File: src/rtl/awo_id_queue.sv
module awo_id_queue #(
  parameter int W     = 29,
  parameter int DEPTH = 4
) (
  input  logic         clk,
  input  logic         rst_n,
  input  logic         push,
  input  logic         pop,
  input  logic [W-1:0] din,
  output logic [W-1:0] dout,
  output logic         empty,
  output logic         full
);
  localparam int PTR_W = (DEPTH > 1) ? $clog2(DEPTH) : 1;
  localparam int CNT_W = $clog2(DEPTH + 1);

  function automatic logic [PTR_W-1:0] ptr_next(input logic [PTR_W-1:0] p);
    return (p == PTR_W'(DEPTH - 1)) ? '0 : p + PTR_W'(1);
  endfunction

  logic [W-1:0]     mem [DEPTH];
  logic [PTR_W-1:0] rd_ptr, wr_ptr;
  logic [CNT_W-1:0] count;
  logic             wr_en, rd_en;

  assign empty = (count == '0);
  assign full  = (count == CNT_W'(DEPTH));
  assign rd_en = pop && !empty;
  assign wr_en = push && (!full || rd_en);
  assign dout  = mem[rd_ptr];

  always_ff @(posedge clk or negedge rst_n) begin
    if (!rst_n) begin
      rd_ptr <= '0;
      wr_ptr <= '0;
      count  <= '0;
    end else begin
      if (rd_en) rd_ptr <= ptr_next(rd_ptr);
      if (wr_en) wr_ptr <= ptr_next(wr_ptr);
      case ({wr_en, rd_en})
        2'b10:   count <= count + CNT_W'(1);
        2'b01:   count <= count - CNT_W'(1);
        default: count <= count;
      endcase
    end
  end

  always_ff @(posedge clk) begin
    if (wr_en) mem[wr_ptr] <= din;
  end
endmodule

File: config.mk
export PLATFORM = sky130hd
export DESIGN_NAME = awo_id_queue
export DESIGN_NICKNAME = d
export VERILOG_FILES = /design/src/rtl/awo_id_queue.sv
export SDC_FILE = /design/constraint.sdc
export NUM_CORES = 1
export LEC_CHECK = 0
export BUFFER_PORTS_ARGS = -buffer_cell sky130_fd_sc_hd__buf_2
export CORE_AREA = 4 4 114 116
export DETAILED_ROUTE_END_ITERATION = 8
export DIE_AREA = 0 0 118 120
export MAX_ROUTING_LAYER = met4
export PLACE_DENSITY = 0.69
export REMOVE_ABC_BUFFERS = 1
export SYNTH_ARGS = -nofsm -noshare
export SYNTH_HDL_FRONTEND = slang
export SYNTH_SLANG_ARGS = --single-unit
File: constraint.sdc
create_clock -name clk -period 4.85 [get_ports clk]
set_input_delay 0.485 -clock clk [delete_from_list [all_inputs] [get_ports clk]]
set_output_delay 0.485 -clock clk [all_outputs]
set_load 0.01 [all_outputs]
; ---- Yosys cells after proc, flatten, opt, wreduce, memory -nomap -nowiden
; Memory sizes are Yosys's and may differ from the RTL's.
; Index checks and enable logic that the tools add are counted.
[word_totals]
ff_bits = 7
latch_bits = 0
ramBits = 116
mem_bits_ro = 0
word_cells = 25
memories = 1
[classes]
n_addsub = 4
mul = 0
div_mod_pow = 0
n_lt_le_gt_ge = 0
n_eq_ne = 5
shifts = 0
n_mux = 5
n_bitwise = 0
reduce_logical = 7
[memory_table]
columns = memory, words, width, rd, rd_ports_with_merged_regs, wr, line_no
row1 = mem, 4, 29, 1, 0, 1, 21  ; logic [W-1:0] mem [DEPTH];
[op_table]
columns = op, n
row1 = $eq 2x2->1 const B, 3
row2 = $pmux 3 s2, 1
row3 = $add 2x1->2 const B, 2
row4 = $mux 2, 2
row5 = $add 3x1->3 const B, 1
row6 = $eq 3x3->1 const B, 1
row7 = $logic_not 3->1, 1
row8 = $sub 3x1->3 const B, 1
row9 = $eq 2x1->1 const B, 1
row10 = $logic_and 1x1->1, 2
row11 = $logic_not 1->1, 2
row12 = $mux 1, 2
row13 = $reduce_bool 2->1, 1
row14 = $logic_or 1x1->1, 1

; ---- Longest topological paths before layout
; Gate-level depths: netlist of the first run.
[depth]
depth_word = 7
depth_mapped = 6

; ---- Least setup slack after synthesis of the first run
; OpenSTA, ideal clock, no wires.
[synth_path]
kind = input -> register
from = input port pop
to = register count[2]
setup_time_ns = 0.079
arrival_ns = 1.791
required_time_ns = 4.771
setup_slack_ns = 2.980
cell_stages = 6
path_buffers = 0
path_cell_list = o31a_1 > or2b_1 > fa_1 > nand2b_1 > o32ai_2 > xor2_1
[synth_via]
elab_chain_len = 5
[synth_lines]
columns = element, line_no
row1 = "start, declared", 8  ; input logic pop,
row2 = $logic_and 1x1->1 (*), 28  ; assign rd_en = pop && !empty;
row3 = $logic_or 1x1->1, 29  ; assign wr_en = push && (!full || rd_en);
row4 = $logic_and 1x1->1, 29
row5 = $eq 2x1->1 / $eq 2x2->1 (equally long branches), 40  ; case ({wr_en, rd_en})
row6 = $pmux 3 s2 / $reduce_bool 2->1 (equally long branches), -
row7 = "end signal, assigned", 41  ; 2'b10: count <= count + CNT_W'(1);
row8 = "end signal, assigned", 42  ; 2'b01: count <= count - CNT_W'(1);
row9 = "end signal, assigned", 43  ; default: count <= count;
row10 = "end, declared", 23  ; logic [CNT_W-1:0] count;
; Mark *: on every way between the ends. The rest lies on a longest branch, timed or not.
; A chain may end at the register's enable or synchronous reset.

; ---- Worst setup path after layout of the first run
[layout_path]
from = register rd_ptr[0]
to = output port dout[16]
[layout_via]
elab_chain_len = 1
[layout_lines]
columns = element, line_no
row1 = "start, declared", 22  ; logic [PTR_W-1:0] rd_ptr, wr_ptr;
row2 = "start signal, assigned", 38  ; if (rd_en) rd_ptr <= ptr_next(rd_ptr);
row3 = $mem_v2 4x29, -
row4 = "end, declared", 10  ; output logic [W-1:0] dout,
; No other way between the ends.

==> results of run 1 <==
-- what timing repair did --
| item | CTS | global route |
|---|---|---|
| hold buffers | 1 | 0 |
| gates resized for setup | 0 | 0 |
| endpoints found under the hold margin | 7 | 0 |
-- final cells by class --
class	instances	share of cell area, %
Clock buffer	25	8.46
Clock inverter	7	1.55
Inverter	5	0.327
Multi-Input combinational cell	64	17.0
Sequential cell	123	63.8
Tap cell	147	3.21
Timing Repair Buffer	64	5.67
-- state kept, by name (all words and copies together), names as in the netlist --
name and count:
count 3, rd_ptr 2, wr_ptr 2, mem 116
-- cells in the final DEF (no fill, tap or decap), types with 2 or more instances in the layout --
cell and n:
sky130_fd_sc_hd__buf_2 63, sky130_fd_sc_hd__dfrtp_1 5, sky130_fd_sc_hd__clkbuf_16 17, sky130_fd_sc_hd__bufinv_16 2, sky130_fd_sc_hd__mux2_1 2, sky130_fd_sc_hd__o2111ai_1 2, sky130_fd_sc_hd__mux2_2 2, sky130_fd_sc_hd__nor2_1 2
sky130_fd_sc_hd__and2_2 4, sky130_fd_sc_hd__nand3_1 2, sky130_fd_sc_hd__clkbuf_8 3, sky130_fd_sc_hd__clkbuf_1 5, sky130_fd_sc_hd__clkinvlp_4 2, sky130_fd_sc_hd__clkinv_2 2, sky130_fd_sc_hd__ha_1 5, sky130_fd_sc_hd__dfrtp_2 2
sky130_fd_sc_hd__edfxtp_1 116, sky130_fd_sc_hd__xor2_1 3, sky130_fd_sc_hd__inv_1 5, sky130_fd_sc_hd__mux4_2 29
-- routing by layer --
| layer | vias to the layer above | share of wire, % |
|---|---|---|
| li1 | 989 | - |
| met1 | 1124 | 42 |
| met2 | 61 | 52 |
| met3 | 10 | 5.2 |
| met4 | 0 | 1.0 |
| met5 | - | 0 |
-- kinds of logic after synthesis --
logic type	after synthesis	share of synthesized area, %
XOR/XNOR	3	0.561
adder cells (fa/ha/maj)	6	1.76
flip-flops	123	78.0
buffers and inverters	12	1.20
AO/OA/AOI/OAI	6	1.17
AND/OR/NAND/NOR	16	2.38
multiplexers	33	14.9
-- report_power, final --
| part | internal, µW | switching, µW |
|---|---|---|
| clock network | 792 | 412 |
| registers | 1410 | 202 |
| logic | 446 | 392 |
-- per-stage QoR --
stage	power, µW	util, %
floorplan	2140	-
global placement	2480	43.3
detailed placement	2500	43.3
CTS	3710	48.2
global route	3850	48.2
finish	3650	48.2
-- worst paths after layout --
check,startpoint,end,depth (start not counted)
hold / removal,din[28],mem[2][28],1
max in group asynchronous,rst_n,rd_ptr[0],2
min in group asynchronous,rst_n,count[1],2
hold reg to reg,wr_ptr[1],wr_ptr[1],1
setup / recovery,rd_ptr[0],dout[16],2
setup reg to reg,count[2],mem[0][12],3
-- worst max-delay path: stages (launching register included) --
cell and delay [ns]:
sky130_fd_sc_hd__dfrtp_2 1.11, sky130_fd_sc_hd__mux4_2 0.64, sky130_fd_sc_hd__buf_2 0.16
==> results_dict.tcl, run 1 <==
set metrics [dict create \
    max_slew.worst_pin.slew_ns 1.12 \
    crit_type "reg2out" \
    routed_wire_length_per_instance_um 18.6 \
    netlist_top_cells_count "sky130_fd_sc_hd__edfxtp_1, sky130_fd_sc_hd__mux4_2, sky130_fd_sc_hd__dfrtp_1" \
    global_route.usage.met3_pct 5.70 \
    synth-main-ff-cell "sky130_fd_sc_hd__edfxtp_1" \
    initial_cell_density_of_the_core_pct 39.4 \
    clkSlewWorstSetupHoldPaths_ns 0.05 \
    post_synthesis_sequential_area_ratio_pct 78.0 \
    setup_ws_ns 2.04 \
    first_pass_iters 4 \
    stdcell_count 435 \
    dp_cells 402 \
    clockRootBuffer "sky130_fd_sc_hd__clkbuf_16" \
    worst_path_required_ns 4.37 \
    postSynthCellCount 199 \
    design_area_mm2 0.00574 \
    ys.warnings.count 0 \
    data_arrival_time_at_the_worst_slack_endpoint_ns 2.32 \
    hold_viol 0 \
    dr_total_vias 2184 \
    clockBufferDepth 2 \
    cp-start-kind "flip-flop" \
    coreArea_mm2 0.0119 \
    timing.final.crit_period_ns 2.81 \
    synth_top_cells_by_area "sky130_fd_sc_hd__edfxtp_1, sky130_fd_sc_hd__mux4_2, sky130_fd_sc_hd__dfrtp_1, sky130_fd_sc_hd__ha_1, sky130_fd_sc_hd__and2_2" \
    antenna_cell_count 0 \
    grt_use_met2_pct 20.4 \
    grt_antenna_before_repair 0 \
    max-slew-margin-rel_pct 25.3 \
    grt_pass1_wl_um 12900 \
    tns_ns 0 \
    count_of_flip_flops_with_a_built_in_enable_after_synthesis 116 \
    most_common_cell_in_the_synthesized_netlist "sky130_fd_sc_hd__edfxtp_1" \
    cap_viol_max_count 0 \
    via_count_of_the_first_global_routing_pass 2427 \
    reg2reg_slack_ns 2.82 \
    die_height_um 120 \
    placement.io_buffers 63 \
    cellLeakagePower_uw 0.00201 \
    cts.htree.levels 4 \
    pwr_density_cell_mw_per_mm2 637 \
    grt.overflow.total 0 \
    area_growth_pct 22.4 \
    postCtsSetupRepairBufs 0 \
    drt_via_density 5.02 \
    finalSetupViolCount 0 \
    placed_cell_area_mm2 0.00515 \
    clock_skew_ns 0.00720 \
    crit_path_end_kind "output port" \
    final_layout_size_suffix_gt1_share_pct 45.5 \
    grt_use_met1_pct 14.2 \
    totalWireLength_um 8100 \
    die_area_mm2 0.0142 \
    cts_inserted_buffers 17 \
    ir_worst_vdd_uv 207 \
    ios 64 \
    detail_route.iter0.violations 99 \
    synth-async-reset-ratio_pct 5.69 \
    nets 314 \
    multiInputGateArea_um2 973 \
    mappedNetlistArea_mm2 0.00469 \
    synthDominantCellAreaShare_pct 74.3 \
    grt_start_max_net_pins 33 \
    drc_errors 0 \
    syn_area_per_cell_um2 23.6 \
    worst_hold_slack_ns 0.289 \
    fmax_ghz 0.356 \
    dpl_worst_slack_ns 2.41 \
    yosys.area.top_type "sky130_fd_sc_hd__edfxtp_1" \
    rows 40 \
    drv_slew 0 \
    total_of_flip_flops_plus_latches_after_synthesis 123 \
    global_placement_routability_congestion 0.716 \
    fin_crit_sh_pct 57.8 \
    clk-insertion-delay-late_ns 0.41 \
    run_status "completed" \
    tritoncts "built" \
    seq_area_mm2 0.00366 \
    grt_setup_unrepaired "false" \
    busiest_layer "met2" \
    floorplan.die.width_um 118 \
    count_of_distinct_cell_types_in_the_synthesized_netlist 28 \
    crit_fanout 32 \
    antenna_violating_nets_post_route 0 \
    hpwlAfterDp_um 4680 \
    total_routing_resource_utilization_after_global_routing_pct 13.0 \
    min-delay-path-class "in2reg" \
    fillers 1027 \
    numClockSinks 123 \
]
No activity file was read; power rests on OpenSTA's default activity.
==> run 2: changes to the inputs <==
==> constraint.sdc (replaced) <==
create_clock -name clk -period 2.6 [get_ports clk]
set_input_delay 0.26 -clock clk [delete_from_list [all_inputs] [get_ports clk]]
set_output_delay 0.26 -clock clk [all_outputs]
set_load 0.01 [all_outputs]
==> run 2 against run 1 <==
Global-route usage fell by 0.19 points. Worst hold slack got worse by 0.22 ns. Critical path depth is 1 higher. Total power grew 86%. Utilization rose by 0.57 points. Via count decreased by 0.18%. Final cell count grew 1.1%. Register-to-register slack lost 2.2 ns. Clock skew is 0.00052 ns higher. Count of clock-buffer cells in the layout fell by 6. Highest routed layer unchanged.
==> results_dict.tcl, run 2 (same netlist as run 1, synthesis figures left out) <==
set metrics [dict create \
    cellLeakagePower_uw 0.00204 \
    critical_path.slowest_cell "sky130_fd_sc_hd__dfrtp_2" \
    final_layout_size_suffix_gt1_share_pct 45.9 \
    hpwlAfterDp_um 5210 \
    totalWireLength_um 8120 \
    fin_crit_sh_pct 85.6 \
    antenna_violating_nets_post_route 0 \
    placement.io_buffers 63 \
    fmax_ghz 0.449 \
    postCtsSetupRepairBufs 0 \
    finalPower_uw 6800 \
    crit_fanout 23 \
    clockRootBuffer "sky130_fd_sc_hd__clkbuf_16" \
    cp_slowest_stage_delay_ns 0.58 \
    tritoncts "built" \
    reg2reg_slack_ns 0.64 \
    critPathTopFamily "flip-flops" \
    final_core_utilization_pct 48.7 \
    cts_inserted_buffers 17 \
    clk-insertion-delay-late_ns 0.40 \
    detail_route.iter0.violations 194 \
    area_growth_pct 23.8 \
    number_of_flip_flops_in_the_largest_register 116 \
    cts.htree.levels 4 \
    timing.critical_path.cells "buf_12 -> mux4_2 -> buf_2" \
    coreArea_mm2 0.0119 \
    drv_slew 0 \
    crit_end "dout[24]" \
    floorplan.die.width_um 118 \
    die_area_mm2 0.0142 \
    grt.overflow.total 0 \
    total_routing_resource_utilization_after_global_routing_pct 12.8 \
    layout_top_registers "mem (116), count (3)" \
    grt_setup_unrepaired "false" \
    clockBufferDepth 2 \
    clock_skew_ns 0.00772 \
    worst_setup_path_startpoint "rd_ptr[0]" \
    design_area_mm2 0.00580 \
    worst_path_required_ns 2.34 \
    crit_type "reg2out" \
    timing.final.crit_period_ns 2.23 \
    hold_viol 0 \
    final_cell_mix "sky130_fd_sc_hd__edfxtp_1, sky130_fd_sc_hd__buf_2, sky130_fd_sc_hd__mux4_2" \
    ios 64 \
    routed_wire_length_per_instance_um 18.5 \
    nets 319 \
    finalSetupViolCount 0 \
    rows 40 \
    cp-start-kind "flip-flop" \
    placed_cell_area_mm2 0.00525 \
    pwr_density_cell_mw_per_mm2 1170 \
    worstSetupPathDepth 3 \
    crit-reg2reg-launch "count[0]" \
    drc_errors 0 \
    die_height_um 120 \
    dr_total_vias 2180 \
    ir_worst_vdd_uv 468 \
    grt_pass1_wl_um 12900 \
    grt_start_max_net_pins 32 \
    timing.rr.end "count[2]" \
    grt_antenna_before_repair 1 \
    most_common_cell_after_layout_fill_and_taps_aside "sky130_fd_sc_hd__edfxtp_1" \
    numClockSinks 123 \
    fillers 988 \
    global_placement_routability_congestion 0.671 \
    cap_viol_max_count 0 \
    max_slew.worst_pin.slew_ns 0.801 \
    drt_via_density 4.95 \
    crit_path_end_kind "output port" \
    data_arrival_time_at_the_worst_slack_endpoint_ns 1.97 \
    clkSlewWorstSetupHoldPaths_ns 0.05 \
    timing.reg2reg.worst_path_depth 6 \
    cts_resized 0 \
    max-slew-margin-rel_pct 46.6 \
    via_count_of_the_first_global_routing_pass 2353 \
    crit_buf_inv 2 \
    initial_cell_density_of_the_core_pct 39.4 \
    min-delay-path-class "in2reg" \
    max_flop_register "mem" \
    tns_ns 0 \
    first_pass_iters 4 \
    run_status "completed" \
]
==> run 2: cell count changes in the layout (fill, tap and decap cells not counted), sizes merged <==
| cell | change |
|---|---|
| buf | +5 |
| clkbuf | -6 |
| clkinv | +6 |
| clkinvlp | -1 |
| diode | +1 |
==> run 2: worst min path at each step <==
stage | start | to | depth (start not counted)
after floorplan | rst_n | count[0] | 0
after global placement | rst_n | count[0] | 1
after detailed placement | rst_n | count[1] | 1
after CTS | din[5] | mem[3][5] | 1
after global routing | din[1] | mem[0][1] | 1
final | din[5] | mem[3][5] | 1
==> run 2: cell type report <==
type | instances | area, µm² | share of cell area [%]
clock inverters | 12 | 106 | 1.83
clock buffers | 19 | 433 | 7.46
inverters | 5 | 18.8 | 0.323
repair buffers | 69 | 425 | 7.33
well taps | 147 | 184 | 3.17
flip-flops and latches | 123 | 3660 | 63.1
multi-input cells | 64 | 973 | 16.8
diodes | 1 | 2.50 | 0.0431
==> run 2: what timing repair did <==
item,in CTS,in global routing
endpoints found under the setup margin,0,0
hold buffers,1,0
endpoints found under the hold margin,7,0
==> run 2: routing by layer <==
layer  global-route usage (%)  vias to the layer above  part of all wire, %
met5                        -                        -                    0
met4                     6.81                        0                  2.2
met3                     4.34                       12                  4.0
met2                     19.9                       51                   51
met1                     14.8                     1120                   42
li1                         -                      997                    -
==> run 2: power by group <==
part	switching, µW	leakage (µW)	internal, µW
registers	270	0.00114	2620
clock network	739	0.000264	1380
logic	867	0.000633	929
==> run 2: stage by stage <==
step / worst slack (ns) / hold slack [ns] / instances
2_1_floorplan: 0.344 / -0.0356 / 192
3_3_place_gp: 0.698 / 0.103 / 407
3_5_place_dp: 0.658 / 0.107 / 407
4_1_cts: 0.305 / 0.0497 / 439
5_1_grt: 0.244 / 0.0592 / 440
6_report: 0.373 / 0.0677 / 440
==> run 3: changes to the inputs <==
--- a/config.mk
+++ b/config.mk
@@ -10,7 +10,6 @@
 export DETAILED_ROUTE_END_ITERATION = 8
 export DIE_AREA = 0 0 118 120
 export MAX_ROUTING_LAYER = met4
-export PLACE_DENSITY = 0.69
 export REMOVE_ABC_BUFFERS = 1
 export SYNTH_ARGS = -nofsm -noshare
 export SYNTH_HDL_FRONTEND = slang
==> run 3 against run 2 <==
First-iteration DRC count fell by 24%. Critical path depth did not move. Total power barely moved. Combinational power rose by 3%. Clock skew rose by 0.0023 ns. Largest power group unchanged. Worst setup slack got worse by 0.053 ns. Global-route usage rose by 0.25 points. Sequential share of layout area barely moved. Largest cell class unchanged.
==> results_dict.tcl, run 3 (same netlist as run 1, synthesis figures left out) <==
set metrics [dict create \
    dr_total_vias 2190 \
    cts_resized 0 \
    max_flop_register "mem" \
    timing.final.crit_period_ns 2.28 \
    timing.rr.end "count[2]" \
    internal-power_uw 4930 \
    total_routing_resource_utilization_after_global_routing_pct 13.0 \
    coreArea_mm2 0.0119 \
    cp-start-kind "flip-flop" \
    routed_wire_length_per_instance_um 18.2 \
    antenna_cell_count 0 \
    nets 325 \
    crit_path_end_kind "output port" \
    drv_slew 0 \
    hold_viol 0 \
    cts.htree.levels 4 \
    dp_cells 413 \
    crit_type "reg2out" \
    max_slew.worst_pin.slew_ns 0.476 \
    worst_hold_slack_ns 0.0651 \
    pwr_density_cell_mw_per_mm2 1170 \
    totalWireLength_um 8110 \
    data_arrival_time_at_the_worst_slack_endpoint_ns 2.02 \
    drt_via_density 4.91 \
    die_area_mm2 0.0142 \
    timing.reg2reg.worst_path_depth 6 \
    floorplan.die.width_um 118 \
    number_of_flip_flops_in_the_largest_register 116 \
    hold-path-cell-count 1 \
    grt_start_max_net_pins 22 \
    grt.overflow.total 0 \
    clock_network_fraction_of_design_power_pct 31.3 \
    max-slew-margin-rel_pct 68.2 \
    crit_fanout 19 \
    grt_antenna_before_repair 0 \
    clockBufferDepth 2 \
    final_cell_mix "sky130_fd_sc_hd__edfxtp_1, sky130_fd_sc_hd__buf_2, sky130_fd_sc_hd__mux4_2" \
    initial_cell_density_of_the_core_pct 39.4 \
    stdcell_count 446 \
    total_switching_power_uw 1870 \
    via_count_of_the_first_global_routing_pass 2428 \
    ios 64 \
    worst_path_required_ns 2.34 \
    finalPower_uw 6800 \
    global_placement_routability_congestion 0.738 \
    antenna_violating_nets_post_route 0 \
    seq_power_share_pct 41.3 \
    fin_crit_sh_pct 87.7 \
    ir_worst_vdd_uv 504 \
    grt_setup_unrepaired "false" \
    min-delay-start "din[20]" \
    drc_errors 0 \
    clockRootBuffer "sky130_fd_sc_hd__clkbuf_16" \
    postCtsSetupRepairBufs 0 \
    placement.io_buffers 63 \
    rows 40 \
    power.share.combinational_pct 27.4 \
    grt_pass1_wl_um 13100 \
    first_pass_iters 4 \
    run_status "completed" \
    die_height_um 120 \
    finalSetupViolCount 0 \
    detail_route.iter0.violations 148 \
    fillers 993 \
    tns_ns 0 \
    cap_viol_max_count 0 \
    clkSlewWorstSetupHoldPaths_ns 0.05 \
    clock_skew_ns 0.00998 \
    crit-reg2reg-launch "count[2]" \
    worst_hold_path.endpoint "mem[0][20]" \
    final_layout_size_suffix_gt1_share_pct 46.5 \
    cellLeakagePower_uw 0.00206 \
    cts_inserted_buffers 17 \
    most_common_cell_after_layout_fill_and_taps_aside "sky130_fd_sc_hd__edfxtp_1" \
    clk-insertion-delay-late_ns 0.41 \
    power.share.switching_pct 27.5 \
    tritoncts "built" \
    area_growth_pct 23.7 \
    layout_top_registers "mem (116), count (3)" \
    min-delay-path-class "in2reg" \
    numClockSinks 123 \
    reg2reg_slack_ns 0.64 \
    fmax_ghz 0.439 \
]
run 3: changes by cell type in the layout (fill, tap and decap cells not counted), sizes merged:
cell | previous run | this run
buf | 68 | 74
clkbuf | 19 | 21
clkinv | 9 | 8
diode | 1 | 0
run 3: timing repair:
item,in CTS,in global routing
endpoints found under the hold margin,7,0
setup endpoints to repair,0,0
hold buffers,1,0
run 3: power by group through the flow:
stage               sequential, µW  clock, µW  combinational (µW)
floorplan                     2910          0                1080
global placement              2840          0                1930
detailed placement            2850          0                1930
CTS                           2820       2180                1930
global route                  2850       2280                2050
finish                        2810       2130                1860
run 3: critical path: stages (launching register included):
cell and delay (ns):
sky130_fd_sc_hd__dfrtp_2 0.65, sky130_fd_sc_hd__buf_12 0.26, sky130_fd_sc_hd__mux4_2 0.54, sky130_fd_sc_hd__buf_2 0.16
run 3: layer usage:
| layer | track usage, % | up-vias | routed length, µm |
|---|---|---|---|
| li1 | - | 1007 | - |
| met5 | - | - | 0 |
| met1 | 15.3 | 1110 | 3490 |
| met2 | 19.9 | 69 | 4070 |
| met4 | 4.62 | 0 | 41 |
| met3 | 5.94 | 4 | 510 |
run 3: how the worst max path moves through the flow:
stage | from | end | depth (start not counted)
detailed placement | count[1] | count[2] | 6
floorplan | rd_ptr[0] | dout[0] | 1
CTS | rd_ptr[0] | dout[27] | 3
finish | rd_ptr[0] | dout[27] | 3
global placement | count[0] | count[2] | 6
global route | rd_ptr[0] | dout[27] | 3
run 3: cell type report:
| type | instances | area (µm²) | area share [%] |
|---|---|---|---|
| inverters | 5 | 18.8 | 0.324 |
| clock buffers | 21 | 440 | 7.59 |
| multi-input cells | 64 | 973 | 16.8 |
| flip-flops and latches | 123 | 3660 | 63.1 |
| well taps | 147 | 184 | 3.17 |
| repair buffers | 75 | 420 | 7.25 |
| clock inverters | 11 | 103 | 1.77 |
run 3: per-stage QoR:
stage	area, µm²	setup WS, ns	util (%)
6_report	5800	0.320	48.7
5_1_grt	5800	0.150	48.7
4_1_cts	5800	0.233	48.7
3_5_place_dp	5250	0.620	44.0
3_3_place_gp	5250	0.644	44.0
2_1_floorplan	4650	0.344	-
